===== src/rtl/pdc_pkg.sv =====
package pdc_pkg;
  typedef enum logic [2:0] {
    ST_RUN, ST_SSTBY, ST_SETTLE, ST_RSTWK, ST_HSTBY
  } pdc_state_e;

  typedef enum logic [1:0] {
    CAUSE_NONE = 2'd0,
    CAUSE_IRQ  = 2'd1,
    CAUSE_NMI  = 2'd2,
    CAUSE_RST  = 2'd3
  } wake_cause_e;
endpackage


===== src/rtl/pdc_entry_gate.sv =====
module pdc_entry_gate (
  input  logic sleep_req_i,
  input  logic standby_en_i,
  input  logic wdog_mode_i,
  input  logic wdog_run_i,
  input  logic bus_release_en_i,
  output logic enter_o
);
  logic wdog_block, bus_block;

  // running watchdog in watchdog mode would fire during standby
  assign wdog_block = wdog_mode_i & wdog_run_i;
  assign bus_block  = bus_release_en_i;
  assign enter_o    = sleep_req_i & standby_en_i & ~wdog_block & ~bus_block;
endmodule


===== src/rtl/pdc_wake_detect.sv =====
module pdc_wake_detect #(
  parameter int NUM_IRQ = 3
) (
  input  logic               nmi_i,
  input  logic [NUM_IRQ-1:0] irq_i,
  input  logic [NUM_IRQ-1:0] irq_en_i,
  input  logic [NUM_IRQ-1:0] irq_mask_i,
  output logic               wake_o,
  output logic               nmi_win_o
);
  logic [NUM_IRQ-1:0] irq_ok;

  for (genvar k = 0; k < NUM_IRQ; k++) begin : g_qual
    assign irq_ok[k] = irq_i[k] & irq_en_i[k] & ~irq_mask_i[k];
  end

  assign wake_o    = nmi_i | (|irq_ok);
  assign nmi_win_o = nmi_i;  // NMI outranks any simultaneous IRQ
endmodule


===== src/rtl/pdc_settle_timer.sv =====
module pdc_settle_timer #(
  parameter int SEL_W     = 3,
  parameter int BASE_LOG2 = 4
) (
  input  logic             clk_i,
  input  logic             rst_ni,
  input  logic             clr_i,
  input  logic             en_i,
  input  logic [SEL_W-1:0] sel_i,
  output logic             done_o
);
  localparam int MAX_SH = BASE_LOG2 + (1 << SEL_W) - 1;
  localparam int CNT_W  = MAX_SH + 1;
  localparam logic [CNT_W-1:0] ONE = CNT_W'(1);

  logic [SEL_W-1:0] sel_q;
  logic [CNT_W-1:0] cnt_q, limit;

  assign limit  = ONE << (BASE_LOG2 + int'(sel_q));
  assign done_o = en_i && (cnt_q == limit - ONE);

  always_ff @(posedge clk_i or negedge rst_ni) begin
    if (!rst_ni) begin
      cnt_q <= '0;
      sel_q <= '0;
    end else if (clr_i) begin
      cnt_q <= '0;
      sel_q <= sel_i;
    end else if (en_i) begin
      cnt_q <= cnt_q + ONE;
    end
  end

  // sequencer must stop counting once the limit is reached
  a_r7_no_overrun: assert property (@(posedge clk_i) disable iff (!rst_ni)
    en_i |-> cnt_q < limit);
endmodule


===== src/rtl/pdc_mode_fsm.sv =====
module pdc_mode_fsm
  import pdc_pkg::*;
(
  input  logic        clk_i,
  input  logic        rst_ni,
  input  logic        enter_i,
  input  logic        wake_i,
  input  logic        nmi_win_i,
  input  logic        ext_reset_ni,
  input  logic        hw_standby_ni,
  input  logic        settle_done_i,
  output pdc_state_e  state_o,
  output logic        clr_o,
  output logic        settle_en_o,
  output wake_cause_e ev_cause_o
);
  pdc_state_e state_q, state_d;
  logic       src_nmi_q;

  always_comb begin
    state_d = state_q;
    if (!hw_standby_ni) begin
      state_d = ST_HSTBY;
    end else begin
      unique case (state_q)
        ST_RUN:    if (!ext_reset_ni) state_d = ST_RSTWK;
                   else if (enter_i)  state_d = ST_SSTBY;
        ST_SSTBY:  if (!ext_reset_ni) state_d = ST_RSTWK;
                   else if (wake_i)   state_d = ST_SETTLE;
        ST_SETTLE: if (!ext_reset_ni) state_d = ST_RSTWK;
                   else if (settle_done_i) state_d = ST_RUN;
        ST_RSTWK:  if (ext_reset_ni)  state_d = ST_RUN;
        ST_HSTBY:  state_d = ST_RSTWK;
        default:   state_d = ST_RUN;
      endcase
    end
  end

  always_ff @(posedge clk_i or negedge rst_ni) begin
    if (!rst_ni) begin
      state_q   <= ST_RUN;
      src_nmi_q <= 1'b0;
    end else begin
      state_q <= state_d;
      if (state_q == ST_SSTBY && state_d == ST_SETTLE) src_nmi_q <= nmi_win_i;
    end
  end

  always_comb begin
    ev_cause_o = CAUSE_NONE;
    if (state_d == ST_RUN) begin
      if (state_q == ST_SETTLE)     ev_cause_o = src_nmi_q ? CAUSE_NMI : CAUSE_IRQ;
      else if (state_q == ST_RSTWK) ev_cause_o = CAUSE_RST;
    end
  end

  assign clr_o       = (state_d != state_q) && (state_d == ST_SSTBY || state_d == ST_RSTWK);
  assign settle_en_o = (state_q == ST_SETTLE);
  assign state_o     = state_q;

  a_r10_hstby_forced: assert property (@(posedge clk_i) disable iff (!rst_ni)
    !hw_standby_ni |=> state_q == ST_HSTBY);

  a_r9_reset_wins: assert property (@(posedge clk_i) disable iff (!rst_ni)
    (hw_standby_ni && !ext_reset_ni && state_q != ST_HSTBY) |=> state_q == ST_RSTWK);

  a_r6_no_spurious_wake: assert property (@(posedge clk_i) disable iff (!rst_ni)
    (state_q == ST_SSTBY && !wake_i && ext_reset_ni && hw_standby_ni) |=> state_q == ST_SSTBY);

  a_r7_wait_for_done: assert property (@(posedge clk_i) disable iff (!rst_ni)
    (state_q == ST_SETTLE && !settle_done_i && ext_reset_ni && hw_standby_ni)
      |=> state_q == ST_SETTLE);
endmodule


===== src/rtl/pdc_standby_ctrl.sv =====
module pdc_standby_ctrl
  import pdc_pkg::*;
#(
  parameter int NUM_IRQ   = 3,
  parameter int SEL_W     = 3,
  parameter int BASE_LOG2 = 4
) (
  input  logic               clk_i,
  input  logic               rst_ni,
  input  logic               sleep_req_i,
  input  logic               standby_en_i,
  input  logic [SEL_W-1:0]   settle_sel_i,
  input  logic               wdog_mode_i,
  input  logic               wdog_run_i,
  input  logic               bus_release_en_i,
  input  logic               nmi_i,
  input  logic [NUM_IRQ-1:0] irq_i,
  input  logic [NUM_IRQ-1:0] irq_en_i,
  input  logic [NUM_IRQ-1:0] irq_mask_i,
  input  logic               ext_reset_ni,
  input  logic               hw_standby_ni,
  input  logic               wake_ack_i,
  output logic               clk_en_o,
  output logic               osc_en_o,
  output logic               periph_rst_o,
  output logic               retain_o,
  output logic               sw_standby_o,
  output logic               hw_standby_o,
  output logic [1:0]         wake_cause_o
);
  logic        enter, wake, nmi_win, tmr_clr, tmr_en, tmr_done;
  pdc_state_e  state;
  wake_cause_e ev_cause, cause_q;

  pdc_entry_gate u_gate (
    .sleep_req_i      (sleep_req_i),
    .standby_en_i     (standby_en_i),
    .wdog_mode_i      (wdog_mode_i),
    .wdog_run_i       (wdog_run_i),
    .bus_release_en_i (bus_release_en_i),
    .enter_o          (enter)
  );

  pdc_wake_detect #(.NUM_IRQ(NUM_IRQ)) u_wake (
    .nmi_i      (nmi_i),
    .irq_i      (irq_i),
    .irq_en_i   (irq_en_i),
    .irq_mask_i (irq_mask_i),
    .wake_o     (wake),
    .nmi_win_o  (nmi_win)
  );

  pdc_settle_timer #(.SEL_W(SEL_W), .BASE_LOG2(BASE_LOG2)) u_timer (
    .clk_i  (clk_i),
    .rst_ni (rst_ni),
    .clr_i  (tmr_clr),
    .en_i   (tmr_en),
    .sel_i  (settle_sel_i),
    .done_o (tmr_done)
  );

  pdc_mode_fsm u_fsm (
    .clk_i         (clk_i),
    .rst_ni        (rst_ni),
    .enter_i       (enter),
    .wake_i        (wake),
    .nmi_win_i     (nmi_win),
    .ext_reset_ni  (ext_reset_ni),
    .hw_standby_ni (hw_standby_ni),
    .settle_done_i (tmr_done),
    .state_o       (state),
    .clr_o         (tmr_clr),
    .settle_en_o   (tmr_en),
    .ev_cause_o    (ev_cause)
  );

  // cause register: a new event wins over a same-cycle acknowledge
  always_ff @(posedge clk_i or negedge rst_ni) begin
    if (!rst_ni)                    cause_q <= CAUSE_NONE;
    else if (ev_cause != CAUSE_NONE) cause_q <= ev_cause;
    else if (wake_ack_i)             cause_q <= CAUSE_NONE;
  end
  assign wake_cause_o = cause_q;

  always_comb begin
    {clk_en_o, osc_en_o, periph_rst_o, retain_o, sw_standby_o, hw_standby_o} = 6'b110100;
    unique case (state)
      ST_RUN:    {clk_en_o, osc_en_o, periph_rst_o, retain_o, sw_standby_o, hw_standby_o} = 6'b110100;
      ST_SSTBY:  {clk_en_o, osc_en_o, periph_rst_o, retain_o, sw_standby_o, hw_standby_o} = 6'b001110;
      ST_SETTLE: {clk_en_o, osc_en_o, periph_rst_o, retain_o, sw_standby_o, hw_standby_o} = 6'b011110;
      ST_RSTWK:  {clk_en_o, osc_en_o, periph_rst_o, retain_o, sw_standby_o, hw_standby_o} = 6'b111100;
      ST_HSTBY:  {clk_en_o, osc_en_o, periph_rst_o, retain_o, sw_standby_o, hw_standby_o} = 6'b001001;
      default:   {clk_en_o, osc_en_o, periph_rst_o, retain_o, sw_standby_o, hw_standby_o} = 6'b110100;
    endcase
  end

  // standby is only ever entered from a qualified request
  a_r2_entry_qualified: assert property (@(posedge clk_i) disable iff (!rst_ni)
    $rose(sw_standby_o) |-> $past(sleep_req_i && standby_en_i && !bus_release_en_i
                                  && !(wdog_mode_i && wdog_run_i)));

  a_r11_cause_held: assert property (@(posedge clk_i) disable iff (!rst_ni)
    (cause_q != CAUSE_NONE && !wake_ack_i && ev_cause == CAUSE_NONE) |=> $stable(cause_q));

  a_r3_retain_in_sw_standby: assert property (@(posedge clk_i) disable iff (!rst_ni)
    sw_standby_o |-> (retain_o && !clk_en_o && periph_rst_o));
endmodule


===== config.mk =====
export PLATFORM = sky130hd
export DESIGN_NAME = pdc_standby_ctrl
export DESIGN_NICKNAME = d
export VERILOG_FILES = /design/src/rtl/pdc_pkg.sv /design/src/rtl/pdc_entry_gate.sv /design/src/rtl/pdc_wake_detect.sv /design/src/rtl/pdc_settle_timer.sv /design/src/rtl/pdc_mode_fsm.sv /design/src/rtl/pdc_standby_ctrl.sv
export SDC_FILE = /design/constraint.sdc
export NUM_CORES = 1
export LEC_CHECK = 0
export CORE_ASPECT_RATIO = 1.4
export CORE_UTILIZATION = 40
export CTS_BUF_LIST = sky130_fd_sc_hd__clkbuf_16
export DETAILED_ROUTE_END_ITERATION = 6
export DONT_BUFFER_PORTS = 1
export GPL_ROUTABILITY_DRIVEN = 1
export GPL_TIMING_DRIVEN = 0
export MAX_ROUTING_LAYER = met4
export PLACE_DENSITY = 0.53
export SLEW_MARGIN = 0
export SYNTH_ARGS = -nofsm -noshare
export SYNTH_HDL_FRONTEND = slang
export SYNTH_SLANG_ARGS = --single-unit
export TNS_END_PERCENT = 30

===== constraint.sdc =====
create_clock -name clk_i -period 5.79 [get_ports clk_i]
set_clock_uncertainty 0.15 [all_clocks]
set_input_delay 1.4475 -clock clk_i [delete_from_list [all_inputs] [get_ports clk_i]]
set_output_delay 1.4475 -clock clk_i [all_outputs]
set_load 0.02 [all_outputs]

# Word level (Yosys, flattened, before mapping)
# Cells that the tools add are included.
[op_classes]
n_shift = 1
reduce_logical = 14
n_addsub = 3
n_bitwise = 16
muxes = 23
eq_ne = 9
[ops]
columns = ["operator", "count"]
rows = [
  ["left shift 1 x 32 -> 12 bit, first input constant", 1],
  ["two-way mux 12 bit", 2],
  ["two-way mux 3 bit", 8],
  ["case mux 3 bit (5 select lines)", 1],
  ["adder 12 x 1 -> 12 bit, second input constant", 1],
  ["== test 12 bit", 1],
  ["== test 3 x 2 -> 1 bit, second input constant", 4],
  ["two-way mux 2 bit", 6],
  ["subtractor 12 x 1 -> 12 bit, second input constant", 1],
  ["bitwise AND 1 bit", 10],
  ["== test 3 x 1 -> 1 bit, second input constant", 2],
  ["zero test 3 bit", 2],
  ["two-way mux 1 bit", 6],
  ["nonzero test 2 bit", 3],
  ["OR reduction 3 bit", 2],
  ["inverter 1 bit", 5],
  ["adder 3 x 3 -> 4 bit, first input constant", 1],
  ["OR reduction 2 bit", 2],
  ["OR reduction 4 bit", 1],
  ["== test 3 bit, second input constant", 1],
  ["logical AND 1 bit", 3],
  ["!= test 3 bit", 1],
  ["logical OR 1 bit", 1],
  ["bitwise OR 1 bit", 1],
]
[totals]
input_bits = 23
regBits = 21
out_inout_bits = 8
word_cells = 71

# Longest topological paths before layout
[logic_depth]
depth_word = 13
mapped_depth = 9

# Modules after synthesis
# A second synthesis with hierarchy kept.
[unflattened]
cells_unflattened = 150
hier_area_um2 = 1365.1
[modules_own_cells]
columns = ["mod", "seq_area_each_um2", "area_each_um2", "cells_per_inst", "instances"]
rows = [
  ["pdc_settle_timer", 375.4, 863.3, 93, 1],
  ["pdc_mode_fsm", 100.1, 309.0, 34, 1],
  ["pdc_standby_ctrl", 50.0, 137.6, 16, 1],
  ["pdc_wake_detect", 0.0, 38.8, 5, 1],
  ["pdc_entry_gate", 0.0, 16.3, 2, 1],
]

# Worst setup path after synthesis
# Ideal clock, no wire load.
[synth_path]
path_kind = "input-to-reg"
startpoint = "in wdog_mode_i"
endpoint = "reg u_timer.sel_q[0]"
arrival_time_ns = 2.569
setup_time_ns = 0.125
cell_stages = 7
path_slack_ns = 2.946
cell_sequence = "a211oi_1 -> nand4b_1 -> o211ai_2 -> and2_4 -> and2_4 -> buf_6 -> mux2_4"
[synth_between]
elab_chain_cells = 11
word_cells_on_any_way = 13
classes_between = "eq/ne (3); mux (4); bitwise (4); reduce/logical (2)"
[synth_rtl]
columns = ["element", "line_no", "source"]
rows = [
  ["start, declared", "pdc_standby_ctrl.sv:13", "input logic wdog_mode_i,"],
  ["bitwise AND 1 bit *", "pdc_entry_gate.sv:12", "assign wdog_block = wdog_mode_i & wdog_run_i;"],
  ["inverter 1 bit *", "pdc_entry_gate.sv:14", "assign enter_o = sleep_req_i & standby_en_i & ~wdog_block & ~bus_block;"],
  ["bitwise AND 1 bit * (2 in series)", "pdc_entry_gate.sv:14", ""],
  ["two-way mux 3 bit *", "pdc_mode_fsm.sv:27", "else if (enter_i) state_d = ST_SSTBY;"],
  ["two-way mux 3 bit *", "pdc_mode_fsm.sv:26", "ST_RUN: if (!ext_reset_ni) state_d = ST_RSTWK;"],
  ["case mux 3 bit (5 select lines) *", "pdc_mode_fsm.sv:25", "unique case (state_q)"],
  ["two-way mux 3 bit *", "pdc_mode_fsm.sv:22", "if (!hw_standby_ni) begin"],
  ["via u_fsm.state_d[0]", "pdc_mode_fsm.sv:17", "pdc_state_e state_q, state_d;"],
  ["== test 3 x 1 -> 1 bit / == test 3 x 2 -> 1 bit (equally long branches)", "pdc_mode_fsm.sv:57", "assign clr_o = (state_d != state_q) && (state_d == ST_SSTBY || state_d == ST_RSTWK);"],
  ["logical OR 1 bit", "pdc_mode_fsm.sv:57", ""],
  ["logical AND 1 bit *", "pdc_mode_fsm.sv:57", ""],
  ["end signal, assigned", "pdc_settle_timer.sv:28", "sel_q <= sel_i;"],
  ["end, declared", "pdc_settle_timer.sv:16", "logic [SEL_W-1:0] sel_q;"],
]
# Mark *: on every way through the listed nets, which the timed path passes. The rest lies on a longest branch.
# A chain may end at the register's enable or synchronous reset.

# Final worst setup path
[layout_path]
startpoint = "reg u_fsm.state_q[1] (netlist: u_fsm.state_o[1])"
endpoint = "out clk_en_o"
[layout_between]
elab_chain_cells = 3
word_cells_on_any_way = 5
classes_between = "eq/ne (3); mux (1); reduce/logical (1)"
[layout_rtl]
columns = ["element", "line_no", "source"]
rows = [
  ["start, declared", "pdc_mode_fsm.sv:17", ""],
  ["start signal, assigned", "pdc_mode_fsm.sv:44", "state_q <= state_d;"],
  ["== test 3 x 2 -> 1 bit (tied with other cells)", "pdc_standby_ctrl.sv:87", "unique case (state)"],
  ["OR reduction 3 bit (no line) *", "-", ""],
  ["two-way mux 1 bit *", "pdc_standby_ctrl.sv:87", ""],
  ["end, declared", "pdc_standby_ctrl.sv:23", "output logic clk_en_o,"],
]
# Mark *: on every way between the ends. The rest lies on a longest branch, timed or not.

==> flow_summary.ini <==
[status]
status = completed

[power]
p_per_area_mw_per_mm2 = 275.3
irDropWorstVdd_mv = 0.1691
power_mw = 0.4034
p_leak_nw = 0.6290

[floorplan]
initial_utilization_pct = 42.42
io_pins = 31
die_height_microns = 70.42
die_w_microns = 50.87
core_area_sq_mm = 0.003153
rows = 24
die_area_sq_mm = 0.003582

[global_routing]
grt_start_max_net_pins = 22
grt_pass1_vias = 1106
antenna_found_initial = 0
grt-ovfl-total = 0
grt_pass1_wl_mm = 4.802
track_usage_pct = 18.34

[yosys]
synth_top_area_share_pct = 39.29
synthSimpleGateAreaFrac_pct = 27.13
synth-async-reset-ratio_pct = 100.0
synthTopCellsByArea = dfrtp_1 (39%), xor2_1 (5.9%), nor2_1 (5.6%)
synthXorXnorAreaFrac_pct = 9.167
synthAdderAreaFrac_pct = 1.871
ys_types = 41
synth-seq-cells = 21
synth_common_cells = dfrtp_1 (21), nor2_1 (20), xor2_1 (9)
synthesis.area_sq_mm = 0.001338
synth_compound_area_share_pct = 10.01
syn_nets = 165
synth_flop_cell = dfrtp_1
yosysWarnings = 0
seq_area_frac_synth_pct = 39.29
synth_top_family_by_area = simple AND/OR/NAND/NOR gates
synth-edff-count = 0
yosysTopAreaCell = dfrtp_1
syn_area_per_cell_sq_um = 9.554
synthMuxAreaShare_pct = 6.455
yosysMostFrequentCell = dfrtp_1
postSynthCellCount = 140

[cts]
ctsHtreeMaxLevel = 1
tritoncts = yes
cts-root-buf = clkbuf_16
numCtsBuffers = 3
insertion_delay_ns = 0.25
clkSlewWorstSetupHoldPaths_ns = 0.06
cts_hold_buf = 0
post_cts_buffers = 0
cts.repair.resized = 0
cts_sinks = 21
cts.path.max_buffers = 2

[placed_design]
dp_hpwl_mm = 2.129
pre_cts_ws_ns = 2.845
gp_congestion = 0.7895
placed_area_sq_mm = 0.001386
io_buffer_count = 0

[setup_path]
worstSetupPathType = flop to primary output
crit_path_max_fanout = 9
arrival_ns = 1.57
crit_required_ns = 4.19
cp-end-kind = primary output
worst_setup_path_start_kind = flop

[routing]
drc = 0
ant_nets = 0
vias = 1036
drt_iter0_markers = 8
wl_per_cell_microns = 15.47
avgViaCountPerCell = 5.661
firstDrtPassIters = 4
wl_mm = 2.831

[run]
drv_cap = 0

[timing]
setup_viol = 0
drv_slew = 0
setup-tns-final_ns = 0
hold_viol_final = 0
rsz0062_at_grt = no
finalCriticalPeriod_ns = 3.172
slew_headroom_pct = 67.06
max_freq_mhz = 315.3
setup_slack_ns = 2.618
tightest_slew_ns = 0.4905
fin_crit_sh_pct = 54.78

[layout]
fillerInstances = 323
final_area_sq_mm = 0.001465
register_area_sq_um = 525.5
nets = 170
multi_input_area_sq_um = 730.7
diodes = 0
utilization_pct = 46.47
areaGrowthSynthToFinish_pct = 9.542
drive_gt1_share_pct = 14.58

[hold_path]
hp-class = flop to flop
==> power breakdown <==
group | internal (mW) | switching (mW) | total [mW]
clock network | 0.0920 | 0.0520 | 0.144
logic | 0.0389 | 0.0458 | 0.0846
registers | 0.160 | 0.0149 | 0.175
==> layer usage <==
layer	GRT usage, %	routed length (microns)
met1	19.48	1126
met2	32.59	1509
met3	1.525	121
met4	9.877	73
met5	-	0
==> path summary, 6_finish.rpt <==
kind	endpoint	depth (start not counted)	start	slack, ns
worst max-delay path	clk_en_o	3	u_fsm.state_o[1]$_DFF_PN0_	2.62
worst min-delay path	u_fsm.src_nmi_q$_DFFE_PN0P_	1	u_fsm.src_nmi_q$_DFFE_PN0P_	0.38
worst max register to register	wake_cause_o[0]$_DFFE_PN0P_	7	u_fsm.state_o[1]$_DFF_PN0_	3.52
worst min register to register	u_fsm.src_nmi_q$_DFFE_PN0P_	1	u_fsm.src_nmi_q$_DFFE_PN0P_	0.38
max in group asynchronous	u_timer.cnt_q[0]$_DFFE_PN0P_	0	rst_ni	4.68
min in group asynchronous	u_fsm.state_o[2]$_DFF_PN0_	0	rst_ni	0.74
==> metrics by stage <==
stage / std cells / hold slack (ns)
6_report: 183 / 0.3837
2_1_floorplan: 140 / 0.3462
5_1_grt: 183 / 0.4162
3_5_place_dp: 179 / 0.3752
4_1_cts: 183 / 0.3882
3_3_place_gp: 179 / 0.3683
==> critical path, stage by stage, from the launching register on <==
cell	delay [ns]
dfrtp_1	0.48
nor3b_2	0.46
inv_1	0.15
and2_1	0.24
==> sequential cells by signal, summed over array words and instances, names as in the netlist <==
signal,count
u_timer.cnt_q,12
u_timer.sel_q,3
u_fsm.state_o,3
u_fsm.src_nmi_q,1
wake_cause_o,2
==> layout make-up <==
class	count	area share, %
plain buffers	6	3.501
clock buffers	3	5.124
clock inverters	1	0.2562
inverters	8	2.050
multi-input cells	105	49.87
flip-flops and latches	21	35.87
well taps	39	3.330
==> cells by family (layout without fill, tap and decap cells) <==
kind of cell    count (synthesis)  count (layout)
simple gates                   64              64
flops                          21              21
compound gates                 18              18
xor+xnor                       14              14
buf+inv                        14              18
mux                             7               7
fa+ha+maj                       2               2
==> placed cells by master, fill, tap and decap left out, types with 4 or more instances in the layout <==
cell / netlist / final
xnor2_1: 5 / 5
nor2_1: 20 / 20
nand3b_1: 4 / 4
inv_1: 8 / 9
nand2_1: 8 / 8
nand2b_1: 5 / 5
a21oi_1: 4 / 4
xor2_1: 9 / 9
dfrtp_1: 21 / 21
nand4_1: 6 / 6
No activity file was read; power rests on OpenSTA's default activity.
